==> config.mk <==
export PLATFORM = sky130hd
export DESIGN_NAME = opnd_ea_gen
export DESIGN_NICKNAME = d
export VERILOG_FILES = /design/src/rtl/opnd_pkg.sv /design/src/rtl/opnd_decode.sv /design/src/rtl/opnd_ptr_update.sv /design/src/rtl/opnd_seq.sv /design/src/rtl/opnd_ea_gen.sv
export SDC_FILE = /design/constraint.sdc
export NUM_CORES = 1
export LEC_CHECK = 0
export BUFFER_PORTS_ARGS = -buffer_cell sky130_fd_sc_hd__buf_2
export CAP_MARGIN = 40
export CORE_MARGIN = 2
export CORE_UTILIZATION = 41
export CTS_BUF_LIST = sky130_fd_sc_hd__clkbuf_4 sky130_fd_sc_hd__clkbuf_8 sky130_fd_sc_hd__clkbuf_16
export CTS_CLUSTER_SIZE = 12
export DETAILED_ROUTE_END_ITERATION = 16
export SYNTH_ARGS = -nofsm -noshare
export SYNTH_HDL_FRONTEND = slang
export SYNTH_HIERARCHICAL = 1
export SYNTH_SLANG_ARGS = --single-unit
==> constraint.sdc <==
create_clock -name clk -period 8.44 [get_ports clk]
set_input_delay 0.422 -clock clk [delete_from_list [all_inputs] [get_ports clk]]
set_output_delay 0.422 -clock clk [all_outputs]
set_load 0.01 [all_outputs]
==> src/rtl/opnd_pkg.sv <==
package opnd_pkg;

    localparam int unsigned WORD_W     = 16;
    localparam int unsigned REG_W      = 3;
    localparam int unsigned MODE_W     = 3;
    localparam int unsigned SPEC_W     = MODE_W + REG_W;
    localparam int unsigned WORD_BYTES = 2;

    typedef logic [WORD_W-1:0] word_t;
    typedef logic [REG_W-1:0]  ridx_t;

    // base form chosen by the two upper mode bits
    typedef enum logic [1:0] {
        AM_DIRECT  = 2'd0,
        AM_POSTINC = 2'd1,
        AM_PREDEC  = 2'd2,
        AM_INDEX   = 2'd3
    } am_kind_e;

    typedef enum logic [1:0] {
        ST_IDLE,
        ST_PCRD,
        ST_XFETCH,
        ST_PTR
    } seq_st_e;

    typedef struct packed {
        am_kind_e kind;
        logic     defer;
        ridx_t    rn;
        word_t    step;
    } spec_dec_t;

    // pointer step: a single byte only for non-deferred byte ops on ordinary registers
    function automatic word_t step_size(input logic byte_op, input logic defer,
                                        input ridx_t rn, input ridx_t sp_idx,
                                        input ridx_t pc_idx);
        if (byte_op && !defer && rn != sp_idx && rn != pc_idx)
            return word_t'(1);
        return word_t'(WORD_BYTES);
    endfunction

endpackage

==> src/rtl/opnd_decode.sv <==
module opnd_decode
    import opnd_pkg::*;
#(
    parameter int unsigned SP_IDX = 6,
    parameter int unsigned PC_IDX = 7
) (
    input  logic [SPEC_W-1:0] spec,
    input  logic              byte_op,
    output spec_dec_t         dec
);
    always_comb begin
        dec.kind  = am_kind_e'(spec[SPEC_W-1 -: 2]);
        dec.defer = spec[REG_W];
        dec.rn    = spec[REG_W-1:0];
        dec.step  = step_size(byte_op, spec[REG_W], spec[REG_W-1:0],
                              ridx_t'(SP_IDX), ridx_t'(PC_IDX));
    end
endmodule

==> src/rtl/opnd_ptr_update.sv <==
module opnd_ptr_update
    import opnd_pkg::*;
(
    input  am_kind_e kind,
    input  word_t    step,
    input  word_t    rval,
    output word_t    use_addr,
    output word_t    new_val
);
    always_comb begin
        unique case (kind)
            AM_POSTINC: begin
                use_addr = rval;
                new_val  = rval + step;
            end
            AM_PREDEC: begin
                new_val  = rval - step;
                use_addr = rval - step;
            end
            default: begin
                use_addr = rval;
                new_val  = rval;
            end
        endcase
    end
endmodule

==> src/rtl/opnd_seq.sv <==
module opnd_seq
    import opnd_pkg::*;
#(
    parameter int unsigned PC_IDX = 7
) (
    input  logic     clk,
    input  logic     rst,
    input  logic     start,
    input  am_kind_e dec_kind,
    input  logic     dec_defer,
    input  ridx_t    dec_rn,
    input  word_t    use_addr,
    input  word_t    new_val,
    output ridx_t    reg_rd_idx,
    input  word_t    reg_rd_data,
    output logic     mem_req,
    output word_t    mem_addr,
    input  logic     mem_ack,
    input  word_t    mem_rdata,
    output logic     done,
    output word_t    ea,
    output logic     is_register,
    output logic     reg_wr_en,
    output ridx_t    reg_wr_idx,
    output word_t    reg_wr_data
);
    localparam ridx_t PC_R = ridx_t'(PC_IDX);

    seq_st_e st_q;
    logic    defer_q;
    ridx_t   rn_q;
    word_t   base_q, pc_q, ptr_q;
    word_t   pc_next, idx_base, idx_sum;

    always_comb begin
        pc_next  = pc_q + word_t'(WORD_BYTES);
        idx_base = (rn_q == PC_R) ? pc_next : base_q;
        idx_sum  = idx_base + mem_rdata;
    end

    assign reg_rd_idx = (st_q == ST_PCRD) ? PC_R : dec_rn;
    assign mem_req    = (st_q == ST_XFETCH) || (st_q == ST_PTR);
    assign mem_addr   = (st_q == ST_XFETCH) ? pc_q : ptr_q;

    always_ff @(posedge clk) begin
        if (rst) begin
            st_q        <= ST_IDLE;
            defer_q     <= 1'b0;
            rn_q        <= '0;
            base_q      <= '0;
            pc_q        <= '0;
            ptr_q       <= '0;
            done        <= 1'b0;
            ea          <= '0;
            is_register <= 1'b0;
            reg_wr_en   <= 1'b0;
            reg_wr_idx  <= '0;
            reg_wr_data <= '0;
        end else begin
            done      <= 1'b0;
            reg_wr_en <= 1'b0;
            unique case (st_q)
                ST_IDLE: begin
                    if (start) begin
                        defer_q <= dec_defer;
                        rn_q    <= dec_rn;
                        unique case (dec_kind)
                            AM_DIRECT: begin
                                done        <= 1'b1;
                                is_register <= !dec_defer;
                                ea          <= dec_defer ? reg_rd_data : word_t'(dec_rn);
                            end
                            AM_POSTINC, AM_PREDEC: begin
                                reg_wr_en   <= 1'b1;
                                reg_wr_idx  <= dec_rn;
                                reg_wr_data <= new_val;
                                if (dec_defer) begin
                                    ptr_q <= use_addr;
                                    st_q  <= ST_PTR;
                                end else begin
                                    done        <= 1'b1;
                                    is_register <= 1'b0;
                                    ea          <= use_addr;
                                end
                            end
                            AM_INDEX: begin
                                base_q <= reg_rd_data;
                                st_q   <= ST_PCRD;
                            end
                        endcase
                    end
                end
                ST_PCRD: begin
                    pc_q <= reg_rd_data;
                    st_q <= ST_XFETCH;
                end
                ST_XFETCH: begin
                    if (mem_ack) begin
                        reg_wr_en   <= 1'b1;
                        reg_wr_idx  <= PC_R;
                        reg_wr_data <= pc_next;
                        if (defer_q) begin
                            ptr_q <= idx_sum;
                            st_q  <= ST_PTR;
                        end else begin
                            done        <= 1'b1;
                            is_register <= 1'b0;
                            ea          <= idx_sum;
                            st_q        <= ST_IDLE;
                        end
                    end
                end
                ST_PTR: begin
                    if (mem_ack) begin
                        done        <= 1'b1;
                        is_register <= 1'b0;
                        ea          <= mem_rdata;
                        st_q        <= ST_IDLE;
                    end
                end
            endcase
        end
    end

    // no memory traffic from the idle state
    a_r1_idle_quiet: assert property (@(posedge clk) disable iff (rst)
        st_q == ST_IDLE |-> !mem_req);

    // a register operand never comes with a write-back
    a_r2_direct_no_wb: assert property (@(posedge clk) disable iff (rst)
        done && is_register |-> !reg_wr_en);

    // the index fetch advances the PC by one word past the fetched address
    a_r9_pc_advance: assert property (@(posedge clk) disable iff (rst)
        st_q == ST_XFETCH && mem_ack |=> reg_wr_en && reg_wr_idx == PC_R
            && reg_wr_data == $past(mem_addr) + word_t'(WORD_BYTES));

    // the deferred pointer word becomes the address
    a_r10_ptr_result: assert property (@(posedge clk) disable iff (rst)
        st_q == ST_PTR && mem_ack |=> done && !is_register && ea == $past(mem_rdata));

    // request held with a steady address until acknowledged
    a_r11_req_hold: assert property (@(posedge clk) disable iff (rst)
        mem_req && !mem_ack |=> mem_req && $stable(mem_addr));

    // a start while busy produces no completion on its own
    a_r12_busy_ignore: assert property (@(posedge clk) disable iff (rst)
        start && st_q != ST_IDLE && !mem_ack |=> !done);

endmodule

==> src/rtl/opnd_ea_gen.sv <==
module opnd_ea_gen
    import opnd_pkg::*;
#(
    parameter int unsigned SP_IDX = 6,
    parameter int unsigned PC_IDX = 7
) (
    input  logic              clk,
    input  logic              rst,
    input  logic              start,
    input  logic [SPEC_W-1:0] spec,
    input  logic              byte_op,
    output logic [REG_W-1:0]  reg_rd_idx,
    input  logic [WORD_W-1:0] reg_rd_data,
    output logic              mem_req,
    output logic [WORD_W-1:0] mem_addr,
    input  logic              mem_ack,
    input  logic [WORD_W-1:0] mem_rdata,
    output logic              done,
    output logic [WORD_W-1:0] ea,
    output logic              is_register,
    output logic              reg_wr_en,
    output logic [REG_W-1:0]  reg_wr_idx,
    output logic [WORD_W-1:0] reg_wr_data
);
    spec_dec_t dec;
    word_t     use_addr, new_val;

    opnd_decode #(.SP_IDX(SP_IDX), .PC_IDX(PC_IDX)) u_decode (
        .spec    (spec),
        .byte_op (byte_op),
        .dec     (dec)
    );

    opnd_ptr_update u_ptr (
        .kind     (dec.kind),
        .step     (dec.step),
        .rval     (reg_rd_data),
        .use_addr (use_addr),
        .new_val  (new_val)
    );

    opnd_seq #(.PC_IDX(PC_IDX)) u_seq (
        .clk         (clk),
        .rst         (rst),
        .start       (start),
        .dec_kind    (dec.kind),
        .dec_defer   (dec.defer),
        .dec_rn      (dec.rn),
        .use_addr    (use_addr),
        .new_val     (new_val),
        .reg_rd_idx  (reg_rd_idx),
        .reg_rd_data (reg_rd_data),
        .mem_req     (mem_req),
        .mem_addr    (mem_addr),
        .mem_ack     (mem_ack),
        .mem_rdata   (mem_rdata),
        .done        (done),
        .ea          (ea),
        .is_register (is_register),
        .reg_wr_en   (reg_wr_en),
        .reg_wr_idx  (reg_wr_idx),
        .reg_wr_data (reg_wr_data)
    );
endmodule

==> results.py <==
metrics = {
    "clock_network": {
        "clkTransAtPathRegs_ns": 0.07,
        "cts_setup_buffers": 0,
        "clk_latency_ns": 0.34,
        "cts_buffer_depth": 2,
        "cts_num_sinks": 92,
        "numCtsBuffers": 9,
        "tritoncts": "done",
        "clockRootBuffer": "clkbuf_16",
        "hold_buffers": 0,
        "cts_resized": 0,
        "htreeDepth": 3,
    },
    "layout": {
        "ff_latch_area_mm2": 0.00184,
        "nNetsFinal": 1226,
        "area_delta_synth_final_pct": 10.3,
        "fill_cells": 1940,
        "antennaDiodeCount": 0,
        "multi_input_area_mm2": 0.00530,
        "drive_gt1_frac": 0.140,
    },
    "yosys": {
        "ys_async_sr_fraction": 0,
        "syn_area_per_cell_um2": 7.13,
        "ys_seq_elements": 92,
        "syn_area_mm2": 0.00771,
        "synth_seq_area_share": 0.239,
        "synth_cells": 1082,
        "synth.area.top_cells": "dfxtp_1, nand2_1, ha_1, a21oi_1, nor2_1",
        "ys_warn_count": 6,
        "synth_cell_types": 77,
        "yosysTopAreaCell": "dfxtp_1",
        "synth_edf_count": 0,
        "ys.flop_type": "dfxtp_1",
        "synth_top_area_share": 0.239,
        "synth_most_common_cell": "nand2_1",
        "synthTopCellsByCount": "nand2_1, nor2_1, a21oi_1, dfxtp_1, clkbuf_1",
    },
    "pwr": {
        "power.leakage_nw": 3.59,
        "p_comb_frac": 0.336,
        "p_seq_frac": 0.367,
        "peakVddDrop_mv": 0.0855,
        "pwr-share-clk": 0.298,
        "sw_frac_of_total": 0.372,
        "power.total_mw": 1.33,
        "switchingPower_uw": 495,
        "p_int_uw": 837,
        "pwr_density_cell_mw_per_mm2": 157,
    },
    "sta": {
        "fmax_mhz": 257,
        "final-setup-viol-count": 0,
        "rsz0062_at_grt": "no",
        "fin_hold_ws_ns": 0.395,
        "min_period_ns": 3.89,
        "maxSlewHeadroom": 0.441,
        "hold_viol": 0,
        "skew_ns": 0.00628,
        "worstMarginPinSlew_ns": 0.838,
        "drv_slew": 0,
        "fin_crit_sh": 0.461,
        "finalSetupTns_ns": 0,
    },
    "floorplan": {
        "start_util": 0.415,
        "rows": 50,
        "die_w_um": 141,
        "die_h_um": 141,
        "core_mm2": 0.0186,
        "dieArea_mm2": 0.0199,
        "pin_count": 101,
    },
    "route": {
        "drc_errors": 0,
        "wl_per_cell_um": 17.8,
        "vias_per_cell": 5.62,
        "wl_um": 24300,
        "first_iter_violations": 713,
        "drtPass1Iterations": 6,
        "via_count": 7671,
        "postRouteAntennaNets": 0,
    },
    "grt": {
        "grt_overflow_total": 0,
        "first_global_vias": 7003,
        "grt_max_degree": 82,
        "antenna_found_initial": 0,
        "track_usage": 0.239,
        "grt_pass1_wl_um": 38200,
    },
    "setup_path": {
        "slowest_delay_ns": 0.44,
        "required_ns": 8.66,
        "reg2reg_setup_slack_ns": 4.64,
        "crit_path_top_delay_cell": "or4b_1",
        "crit_arrival_ns": 4.11,
        "cp_cell_sequence": "buf_2 > and3b_1 > ha_1 > fa_1 > nor2b_1 > o21ai_0 > a21oi_1 > o21a_1 > o2111ai_1 > and4_1 > a211o_1 > a222oi_1 > and2_1 > or4b_1 > nand3_1 > nor3_1",
        "critPathKind": "input pin to register",
        "crit_path_start_kind": "input pin",
        "cp-end-kind": "register",
        "cp_max_fo": 18,
    },
    "placement": {
        "io_buffers": 100,
        "place_hpwl_um": 18100,
        "gp_congestion": 0.854,
    },
    "job": {
        "cap_violations": 0,
    },
    "run_status": {
        "status": "complete, no violations",
    },
    "worst_hold_path": {
        "hold_path.class": "input pin to register",
    },
}
## worst paths after layout
kind | start | to | cells past startpoint
worst min register to register | u_seq/ea[2] | u_seq/ea[2] | 2
worst min-delay path | reg_rd_data[1] | u_seq/pc_q[1] | 3
worst max-delay path | spec[3] | u_seq/ea[14] | 16
worst max register to register | u_seq/pc_q[3] | u_seq/ptr_q[15] | 13
## kinds of logic (layout without fill, tap and decap cells)
logic type / count (synthesis) / count (layout) / synth area share
xor+xnor: 45 / 45 / 0.0529
other cells: 1 / 14 / 0.000486
compound gates: 293 / 293 / 0.247
simple gates: 432 / 432 / 0.250
buf+inv: 137 / 173 / 0.0808
fa+ha+maj: 57 / 57 / 0.0954
flops: 92 / 92 / 0.239
mux: 25 / 25 / 0.0344
## flip-flops by register name (all words and copies together), names as in the netlist
name	count
u_seq/ea	16
u_seq/reg_wr_en	1
u_seq/reg_wr_data	16
u_seq/rn_q	3
u_seq/st_q	2
u_seq/reg_wr_idx	3
u_seq/defer_q	1
u_seq/pc_q	16
u_seq/base_q	16
u_seq/is_register	1
u_seq/ptr_q	16
u_seq/done	1
## worst max-delay path: cells and delay by family
kind                       cells  cell delay, ns
and+or+nand+nor                7            1.44
AOI/OAI and AO/OA              6            1.30
adders and majority gates      2            0.62
buffers and inverters          1            0.32
## cell type report
type	instances	share of cell area
multi-input cells	866	0.624
flip-flops and latches	92	0.217
repair buffers	115	0.0737
well taps	234	0.0344
clock buffers	9	0.0265
inverters	42	0.0185
clock inverters	7	0.00662
## placed cells by master (no fill, tap or decap), types with 11 or more instances in the layout
cell type  Yosys  final
nor3_1        24     24
nand2_1      215    215
xnor2_1       21     21
o211ai_1      19     19
xor2_1        23     23
buf_4         21     12
conb_1         1     14
o21ai_0       54     54
mux2_2        11     11
a211oi_1      24     24
a21o_1        11     11
inv_1         41     41
nand3_1       24     24
nor2b_1       13     12
a21oi_1       97     97
dfxtp_1       92     92
mux2i_1       13     13
nor2_1        98     98
buf_2          5    101
ha_1          54     54
## per-stage QoR
stage / util / std cells / area [um2] / setup WS (ns)
3_3_place_gp: 0.440 / 1344 / 8170 / 4.28
2_1_floorplan: - / 1095 / 7760 / 4.95
5_1_grt: 0.458 / 1365 / 8500 / 4.38
4_1_cts: 0.458 / 1365 / 8500 / 4.59
3_5_place_dp: 0.442 / 1349 / 8220 / 4.27
6_report: 0.458 / 1365 / 8500 / 4.55
## power by group through the flow
| stage | clock, mW | sequential [mW] | combinational, mW |
|---|---|---|---|
| 6_report | 0.397 | 0.489 | 0.447 |
| 5_1_grt | 0.420 | 0.492 | 0.495 |
| 4_1_cts | 0.403 | 0.488 | 0.440 |
| 3_5_place_dp | 0 | 0.498 | 0.438 |
| 3_3_place_gp | 0 | 0.498 | 0.434 |
| 2_1_floorplan | 0 | 0.503 | 0.306 |
## per-layer routing
metal | global-route usage | up-vias | part of all wire
li1 | - | 3840 | -
met1 | 0.362 | 3585 | 0.50
met3 | 0.0231 | 19 | 0.057
met4 | 0.0532 | 0 | 0.012
met2 | 0.365 | 227 | 0.44
met5 | 0 | - | 0
Note: power is estimated with default switching activity, not from simulation.
